===== src/rtl/cvt_reg_pkg.sv =====
package cvt_reg_pkg;

   typedef enum logic [1:0] {
      ADR_NONE = 2'b00,
      ADR_TEST = 2'b01,
      ADR_CAL  = 2'b10,
      ADR_CTRL = 2'b11
   } wr_addr_e;

   typedef enum logic [1:0] {
      RS_CONV = 2'b00,
      RS_TEST = 2'b01,
      RS_CAL  = 2'b10,
      RS_STAT = 2'b11
   } rd_sel_e;

   // control field positions
   localparam int RSEL_LSB = 6;
   localparam int CSEL_LSB = 4;

endpackage


===== src/rtl/cvt_wr_assembler.sv =====
module cvt_wr_assembler #(
   parameter int BUS_W = 8,
   localparam int WORD_W = 2 * BUS_W
) (
   input  logic              clk,
   input  logic              rst_n,
   input  logic              wr_stb,
   input  logic [BUS_W-1:0]  wdata,
   output logic              word_vld,
   output logic [WORD_W-1:0] word
);

   logic             ph_q;
   logic [BUS_W-1:0] lo_q;

   always_ff @(posedge clk) begin
      if (!rst_n) begin
         ph_q <= 1'b0;
         lo_q <= '0;
      end else if (wr_stb) begin
         if (!ph_q) lo_q <= wdata;
         ph_q <= ~ph_q;
      end
   end

   assign word_vld = wr_stb & ph_q;
   assign word     = {wdata, lo_q};

   // a low byte arms the high-byte phase
   assert_low_arms_high_R1: assert property (@(posedge clk) disable iff (!rst_n)
      (wr_stb && !ph_q) |=> ph_q);

   // a completed word returns the phase to low
   assert_commit_rearms_R1: assert property (@(posedge clk) disable iff (!rst_n)
      word_vld |=> !ph_q);

endmodule


===== src/rtl/cvt_cal_bank.sv =====
module cvt_cal_bank #(
   parameter int FIELD_W = 14,
   parameter int DAC_N   = 8,
   localparam int NREG   = DAC_N + 2,
   localparam int IDX_W  = $clog2(NREG)
) (
   input  logic               clk,
   input  logic               rst_n,
   input  logic [1:0]         grp,
   input  logic               idx_clr,
   input  logic               wr_en,
   input  logic [FIELD_W-1:0] wdata,
   input  logic               step,
   output logic [FIELD_W-1:0] rdata
);

   if (DAC_N < 1) begin : g_bad_dac
      $error("cvt_cal_bank: DAC_N must be at least 1");
   end

   logic [IDX_W-1:0]   idx_q;
   logic [IDX_W-1:0]   start;
   logic [IDX_W:0]     len;
   logic [IDX_W-1:0]   phys;
   logic [IDX_W-1:0]   idx_nxt;
   logic [FIELD_W-1:0] regs [NREG];

   // group slices over physical order gain, offset, dac0..
   always_comb begin
      unique case (grp)
         2'b00:   begin start = '0;           len = (IDX_W+1)'(NREG); end
         2'b01:   begin start = '0;           len = (IDX_W+1)'(2);    end
         2'b10:   begin start = IDX_W'(1);    len = (IDX_W+1)'(1);    end
         default: begin start = '0;           len = (IDX_W+1)'(1);    end
      endcase
   end

   assign phys    = start + idx_q;
   assign idx_nxt = ({1'b0, idx_q} + 1'b1 == len) ? '0 : idx_q + 1'b1;

   always_ff @(posedge clk) begin
      if (!rst_n)                idx_q <= '0;
      else if (idx_clr)          idx_q <= '0;
      else if (wr_en || step)    idx_q <= idx_nxt;
   end

   for (genvar k = 0; k < NREG; k++) begin : g_reg
      always_ff @(posedge clk) begin
         if (!rst_n)                                   regs[k] <= '0;
         else if (wr_en && phys == IDX_W'(k))          regs[k] <= wdata;
      end
   end

   assign rdata = regs[phys];

   // the pointer never leaves the open group
   assert_idx_in_group_R7: assert property (@(posedge clk) disable iff (!rst_n)
      ({1'b0, idx_q} < len));

   // a control write parks the pointer on the first word
   assert_idx_clear_R8: assert property (@(posedge clk) disable iff (!rst_n)
      idx_clr |=> (idx_q == '0));

endmodule


===== src/rtl/cvt_rd_mux.sv =====
module cvt_rd_mux
   import cvt_reg_pkg::*;
#(
   parameter int BUS_W   = 8,
   parameter int DATA_W  = 12,
   localparam int WORD_W  = 2 * BUS_W,
   localparam int FIELD_W = WORD_W - 2
) (
   input  logic               clk,
   input  logic               rst_n,
   input  logic               rd_stb,
   input  logic [1:0]         sel,
   input  logic               ph_clr,
   input  logic [DATA_W-1:0]  conv,
   input  logic [WORD_W-1:0]  stat,
   input  logic [FIELD_W-1:0] test,
   input  logic [FIELD_W-1:0] cal,
   output logic [BUS_W-1:0]   rdata,
   output logic               cal_step
);

   logic              ph_q;
   logic [WORD_W-1:0] word;

   always_comb begin
      unique case (rd_sel_e'(sel))
         RS_CONV: word = {{(WORD_W-DATA_W){1'b0}}, conv};
         RS_TEST: word = {2'b00, test};
         RS_CAL:  word = {2'b00, cal};
         default: word = stat;
      endcase
   end

   always_ff @(posedge clk) begin
      if (!rst_n)      ph_q <= 1'b0;
      else if (ph_clr) ph_q <= 1'b0;
      else if (rd_stb) ph_q <= ~ph_q;
   end

   assign rdata    = ph_q ? word[WORD_W-1:BUS_W] : word[BUS_W-1:0];
   assign cal_step = rd_stb & ph_q & (rd_sel_e'(sel) == RS_CAL) & ~ph_clr;

   // high byte of a conversion read carries zero padding
   assert_conv_pad_R5: assert property (@(posedge clk) disable iff (!rst_n)
      (ph_q && rd_sel_e'(sel) == RS_CONV) |-> (rdata[BUS_W-1:DATA_W-BUS_W] == '0));

   // a selector change realigns the read phase
   assert_rd_realign_R10: assert property (@(posedge clk) disable iff (!rst_n)
      ph_clr |=> !ph_q);

endmodule


===== src/rtl/cvt_reg_port.sv =====
module cvt_reg_port
   import cvt_reg_pkg::*;
#(
   parameter int BUS_W  = 8,
   parameter int DATA_W = 12,
   parameter int DAC_N  = 8
) (
   input  logic                  clk,
   input  logic                  rst_n,
   input  logic                  wr_stb,
   input  logic                  rd_stb,
   input  logic [BUS_W-1:0]      bus_wdata,
   output logic [BUS_W-1:0]      bus_rdata,
   input  logic [DATA_W-1:0]     conv_data,
   input  logic [2*BUS_W-1:0]    conv_status,
   output logic [2*BUS_W-3:0]    ctrl_word
);

   localparam int WORD_W  = 2 * BUS_W;
   localparam int FIELD_W = WORD_W - 2;

   if (BUS_W < 5) begin : g_bad_bus
      $error("cvt_reg_port: BUS_W too small for the control fields");
   end
   if (DATA_W <= BUS_W || DATA_W >= WORD_W) begin : g_bad_data
      $error("cvt_reg_port: DATA_W must lie between BUS_W and 2*BUS_W");
   end

   logic               word_vld;
   logic [WORD_W-1:0]  word;
   wr_addr_e           addr;
   logic               ctrl_we, test_we, cal_we;
   logic [FIELD_W-1:0] ctrl_q, test_q, cal_rd;
   logic [1:0]         rsel, new_rsel;
   logic               rsel_chg;
   logic               cal_step;

   cvt_wr_assembler #(.BUS_W(BUS_W)) u_wr (
      .clk(clk), .rst_n(rst_n), .wr_stb(wr_stb), .wdata(bus_wdata),
      .word_vld(word_vld), .word(word)
   );

   assign addr     = wr_addr_e'(word[WORD_W-1 -: 2]);
   assign ctrl_we  = word_vld && addr == ADR_CTRL;
   assign test_we  = word_vld && addr == ADR_TEST;
   assign cal_we   = word_vld && addr == ADR_CAL;
   assign rsel     = ctrl_q[RSEL_LSB +: 2];
   assign new_rsel = word[RSEL_LSB +: 2];
   assign rsel_chg = ctrl_we && new_rsel != rsel;

   always_ff @(posedge clk) begin
      if (!rst_n) begin
         ctrl_q <= '0;
         test_q <= '0;
      end else begin
         if (ctrl_we) ctrl_q <= word[FIELD_W-1:0];
         if (test_we) test_q <= word[FIELD_W-1:0];
      end
   end

   cvt_cal_bank #(.FIELD_W(FIELD_W), .DAC_N(DAC_N)) u_cal (
      .clk(clk), .rst_n(rst_n), .grp(ctrl_q[CSEL_LSB +: 2]),
      .idx_clr(ctrl_we), .wr_en(cal_we), .wdata(word[FIELD_W-1:0]),
      .step(cal_step), .rdata(cal_rd)
   );

   cvt_rd_mux #(.BUS_W(BUS_W), .DATA_W(DATA_W)) u_rd (
      .clk(clk), .rst_n(rst_n), .rd_stb(rd_stb), .sel(rsel),
      .ph_clr(rsel_chg), .conv(conv_data), .stat(conv_status),
      .test(test_q), .cal(cal_rd), .rdata(bus_rdata), .cal_step(cal_step)
   );

   assign ctrl_word = ctrl_q;

   // a null-address word leaves control and test untouched
   assert_null_write_R3: assert property (@(posedge clk) disable iff (!rst_n)
      (word_vld && addr == ADR_NONE) |=> ($stable(ctrl_q) && $stable(test_q)));

   // the read selector only moves on a control write
   assert_rsel_sticky_R6: assert property (@(posedge clk) disable iff (!rst_n)
      !ctrl_we |=> $stable(ctrl_q[RSEL_LSB +: 2]));

   // a control write lands in the control register
   assert_ctrl_store_R2: assert property (@(posedge clk) disable iff (!rst_n)
      ctrl_we |=> (ctrl_word == $past(word[FIELD_W-1:0])));

endmodule


===== config.mk =====
export PLATFORM = sky130hd
export DESIGN_NAME = cvt_reg_port
export DESIGN_NICKNAME = d
export VERILOG_FILES = /design/src/rtl/cvt_reg_pkg.sv /design/src/rtl/cvt_wr_assembler.sv /design/src/rtl/cvt_cal_bank.sv /design/src/rtl/cvt_rd_mux.sv /design/src/rtl/cvt_reg_port.sv
export SDC_FILE = /design/constraint.sdc
export NUM_CORES = 1
export LEC_CHECK = 0
export ABC_AREA = 1
export BUFFER_PORTS_ARGS = -buffer_cell sky130_fd_sc_hd__buf_2
export CORE_MARGIN = 1
export CORE_UTILIZATION = 40
export DETAILED_ROUTE_END_ITERATION = 12
export GPL_ROUTABILITY_DRIVEN = 1
export PLACE_DENSITY = 0.61
export SYNTH_ARGS = -nofsm -noshare
export SYNTH_HDL_FRONTEND = slang
export SYNTH_SLANG_ARGS = --single-unit

===== constraint.sdc =====
create_clock -name clk -period 2.7 [get_ports clk]
set_clock_uncertainty 0.15 [all_clocks]
set_input_delay 0.135 -clock clk [delete_from_list [all_inputs] [get_ports clk]]
set_output_delay 0.135 -clock clk [all_outputs]
set_load 0.05 [all_outputs]

==> impl_metrics.py <==
metrics = {
    "outcome": {
        "outcome": "completed",
    },
    "timing": {
        "max-slew-margin-rel_pct": 43.48,
        "final-hold-violation-count": 0,
        "worst-slew-pin-transition_ps": 846.9,
        "final.period_utilization_pct": 97.35,
        "finalWorstPathRequiredPeriod_ps": 2628,
        "fmaxAchievable_ghz": 0.3805,
        "setup_viol": 0,
        "slew_violations": 0,
        "timing.final.ws_setup_ps": 71.63,
    },
    "clock_network": {
        "cts_root_buffer": "sky130_fd_sc_hd__clkbuf_16",
        "clk_pin_slew_ps": 70,
        "cts_tree": "done",
        "ctsHtreeMaxLevel": 4,
        "clk_path_buf_depth": 2,
        "cts_inserted_buffers": 17,
        "number_of_sinks_handled_by_clock_tree_synthesis": 182,
        "clkLatencyLatePin_ps": 440,
    },
    "power_and_ir_drop": {
        "power_mw": 6.397,
        "power_density_mw_per_mm2": 576.2,
        "clkPwrFrac_pct": 39.0,
        "power_switching_share_pct": 27.84,
        "vdd_drop_max_mv": 0.3352,
        "p_leak_nw": 4.857,
        "seqPwrFrac_pct": 49.0,
        "switching_power_mw": 1.780,
        "cell_internal_power_mw": 4.616,
        "p_comb_share_pct": 12.0,
    },
    "route": {
        "drt_first_iter_violations": 948,
        "wl_per_cell_um": 19.68,
        "finalWirelength_mm": 29.00,
        "via_per_inst": 5.321,
        "drt-pass1-iter-count": 5,
        "antenna_violating_nets_post_route": 0,
        "drc": 0,
        "dr_total_vias": 7843,
    },
    "critical_path": {
        "cell_family_with_most_cp_delay": "simple AND/OR/NAND/NOR gates",
        "critical-path-top-cell-by-count": "sky130_fd_sc_hd__nand2_1",
        "number_of_buffers_and_inverters_on_the_critical_path": 3,
        "critPathArrivalTime_ps": 2340,
        "ff2ff_path_depth": 9,
        "regToRegStartpoint": "ctrl_word[4]",
        "critical_path.reg2reg.endpoint": "u_cal.regs[7][10]",
        "worst_path_maximum_fanout": 17,
        "timing.critical_path.slowest_cell_delay_ps": 410,
        "critPathCapture": "bus_rdata[4]",
        "cp_cell_sequence": "nand3_4 > buf_4 > nand2_8 > buf_12 > nand2_1 > nand2_1 > nand2_1 > nand2_1 > nand2_1 > nand3_1 > nand2_1 > nand2_1 > nand2_2 > buf_8",
        "worst-r2r-setup-slack_ps": 270,
        "timing.critical_path.to_type": "output pin",
        "crit_type": "flip-flop to output pin",
        "crit_required_ps": 2410,
        "timing.critical_path.from_type": "flip-flop",
        "crit_cells": 14,
        "worst_setup_path_startpoint": "ctrl_word[5]",
        "crit_slowest_cell": "sky130_fd_sc_hd__dfxtp_2",
    },
    "place": {
        "preCtsSetupSlack_ps": 174.5,
        "dp.cells": 1421,
        "io_buffer_count": 61,
        "place_congestion": 0.8561,
        "post-dp-hpwl_mm": 17.66,
    },
    "synth": {
        "synth.yosys.seq_area_share_pct": 54.47,
        "share_of_the_synthesized_area_in_the_top_cell_type_pct": 45.39,
        "ys_async_sr_fraction_pct": 0,
        "synthAdderAreaFrac_pct": 0.2702,
        "synth.yosys.warnings": 0,
        "synth_simple_gate_area_share_pct": 29.99,
        "syn-cell-area_mm2": 0.009261,
        "ys_dominant_reg_cell": "sky130_fd_sc_hd__edfxtp_1",
        "synthCells": 1119,
        "post_synth_xor_xnor_area_pct": 0.2837,
        "synthesized_nets": 1161,
        "post_synth_main_area_contributors": "sky130_fd_sc_hd__edfxtp_1 45%, sky130_fd_sc_hd__nand2_1 13%, sky130_fd_sc_hd__dfxtp_1 9.1%",
        "postSynthRegisterBits": 182,
        "compound_gate_fraction_of_synth_area_pct": 6.836,
        "distinct_cell_type_count_after_synthesis": 28,
        "synth-edff-count": 140,
        "post_synth.cell_area_avg_um2": 8.276,
        "post_synth_mux_area_share_pct": 0,
        "netlist.top_cell.by_area": "sky130_fd_sc_hd__edfxtp_1",
        "largest_family_of_logic_cells_by_synthesized_area": "simple AND/OR/NAND/NOR gates",
    },
    "global_route": {
        "grt_antenna_before_repair": 0,
        "grt_pass1_wl_mm": 43.10,
        "maximum_number_of_pins_on_one_net_before_global_route_repair": 71,
        "first_global_vias": 7474,
        "grt_use_total_pct": 24.55,
        "gr-total-overflow": 0,
    },
    "floorplanning": {
        "floorplan.initialDensity_pct": 40.91,
        "die_height_um": 154.2,
        "io_pins": 62,
        "die_width_um": 154.2,
        "fp.coreArea_mm2": 0.02264,
        "std_cell_rows": 55,
        "die-area_mm2": 0.02377,
    },
    "final_layout": {
        "post_route_cells_drive_above_1_share_pct": 19.09,
        "final_cell_mix": "290 x sky130_fd_sc_hd__nand2_1, 172 x sky130_fd_sc_hd__nor2_1, 140 x sky130_fd_sc_hd__edfxtp_1",
        "final_common_cell": "sky130_fd_sc_hd__nand2_1",
        "syn_to_final_growth_pct": 19.86,
        "finish.net_count": 1218,
        "filler_cell_count": 2106,
        "ff_latch_area_mm2": 0.005054,
        "num_antenna_cells": 0,
        "multiInputGateArea_mm2": 0.003674,
        "final_cells": 1474,
    },
    "flow_run": {
        "drv_cap": 0,
    },
    "worst_hold_path": {
        "hold_class": "primary input to flip-flop",
    },
}
-- Yosys cell counts (all sizes together) (2+ instances only) --
cell    number
edfxtp     140
buf         35
a21oi       66
o21a        12
ha           2
nand2      332
nor2       175
clkbuf      42
o21ai       40
nand3b      66
nand4        2
inv        112
nand3       42
xnor2        3
nor3         7
dfxtp       42
-- metrics by stage --
step / util, % / hold slack (ps) / cell area, µm² / TNS [ps]
after floorplan: - / 124.0 / 9306 / 0
after global placement: 43.96 / 283.7 / 9952 / 0
after detailed placement: 43.96 / 289.8 / 9952 / 0
after CTS: 47.98 / 126.4 / 10860 / 0
after global routing: 49.03 / 181.9 / 11100 / -70.59
final: 49.03 / 142.9 / 11100 / 0
-- cell families (layout without fill, tap and decap cells) --
logic type,after synthesis,in the layout
simple gates,624,625
xor+xnor,3,3
fa+ha+maj,2,2
compound gates,119,119
flops,182,182
buf+inv,189,258
-- sequential cells by signal, indices dropped and copies added, names as in the netlist --
register,cells
u_rd.ph_q,1
test_q,14
u_wr.ph_q,1
u_cal.idx_q,4
u_wr.lo_q,8
u_cal.regs,140
ctrl_word,14
-- area by class of cell --
cell class / count / share of cell area (%)
Multi-Input combinational cell: 749 / 33.09
Clock buffer: 18 / 4.058
Sequential cell: 182 / 45.53
Tap cell: 285 / 3.212
Inverter: 112 / 3.866
Clock inverter: 14 / 1.150
Timing Repair Buffer: 114 / 9.096
-- per-layer routing --
| metal | share of wire, % | vias up | GRT usage (%) |
|---|---|---|---|
| met4 | 3.3 | 0 | 9.667 |
| li1 | - | 3701 | - |
| met2 | 47 | 352 | 38.44 |
| met3 | 7.1 | 52 | 5.186 |
| met5 | 0 | - | 0 |
| met1 | 43 | 3738 | 33.21 |
-- tightest hold or removal path, delay by kind of cell --
kind | cells | cell delay (ps)
compound gates | 1 | 170
buf+inv | 1 | 330
simple gates | 1 | 50
-- how the worst min path moves through the flow --
stage,slack (ps),to,start,cells after the start
after global routing,180,test_q[8],bus_wdata[0],3
after global placement,280,u_rd.ph_q,rd_stb,3
after CTS,130,u_wr.lo_q[7],rst_n,3
final,140,u_wr.lo_q[7],rst_n,3
after detailed placement,290,u_wr.ph_q,wr_stb,3
after floorplan,120,u_wr.lo_q[7],bus_wdata[7],2
-- power by group through the flow --
stage / combinational, mW / sequential, mW / clock, mW
after floorplan: 0.406 / 3.20 / 0
after detailed placement: 0.664 / 3.20 / 0
after CTS: 0.711 / 3.13 / 2.51
after global placement: 0.662 / 3.19 / 0
final: 0.768 / 3.14 / 2.49
after global routing: 0.832 / 3.14 / 2.61
-- what timing repair did --
| item | CTS | global route |
|---|---|---|
| resized for setup | 33 | 55 |
| pin swaps | 4 | 23 |
| hold buffers | 4 | 0 |
| hold endpoints to repair | 7 | 0 |
| endpoints found under the setup margin | 8 | 8 |
| buffers inserted | 8 | 5 |
| cloned | 3 | 4 |
No activity file was read; power rests on OpenSTA's default activity.
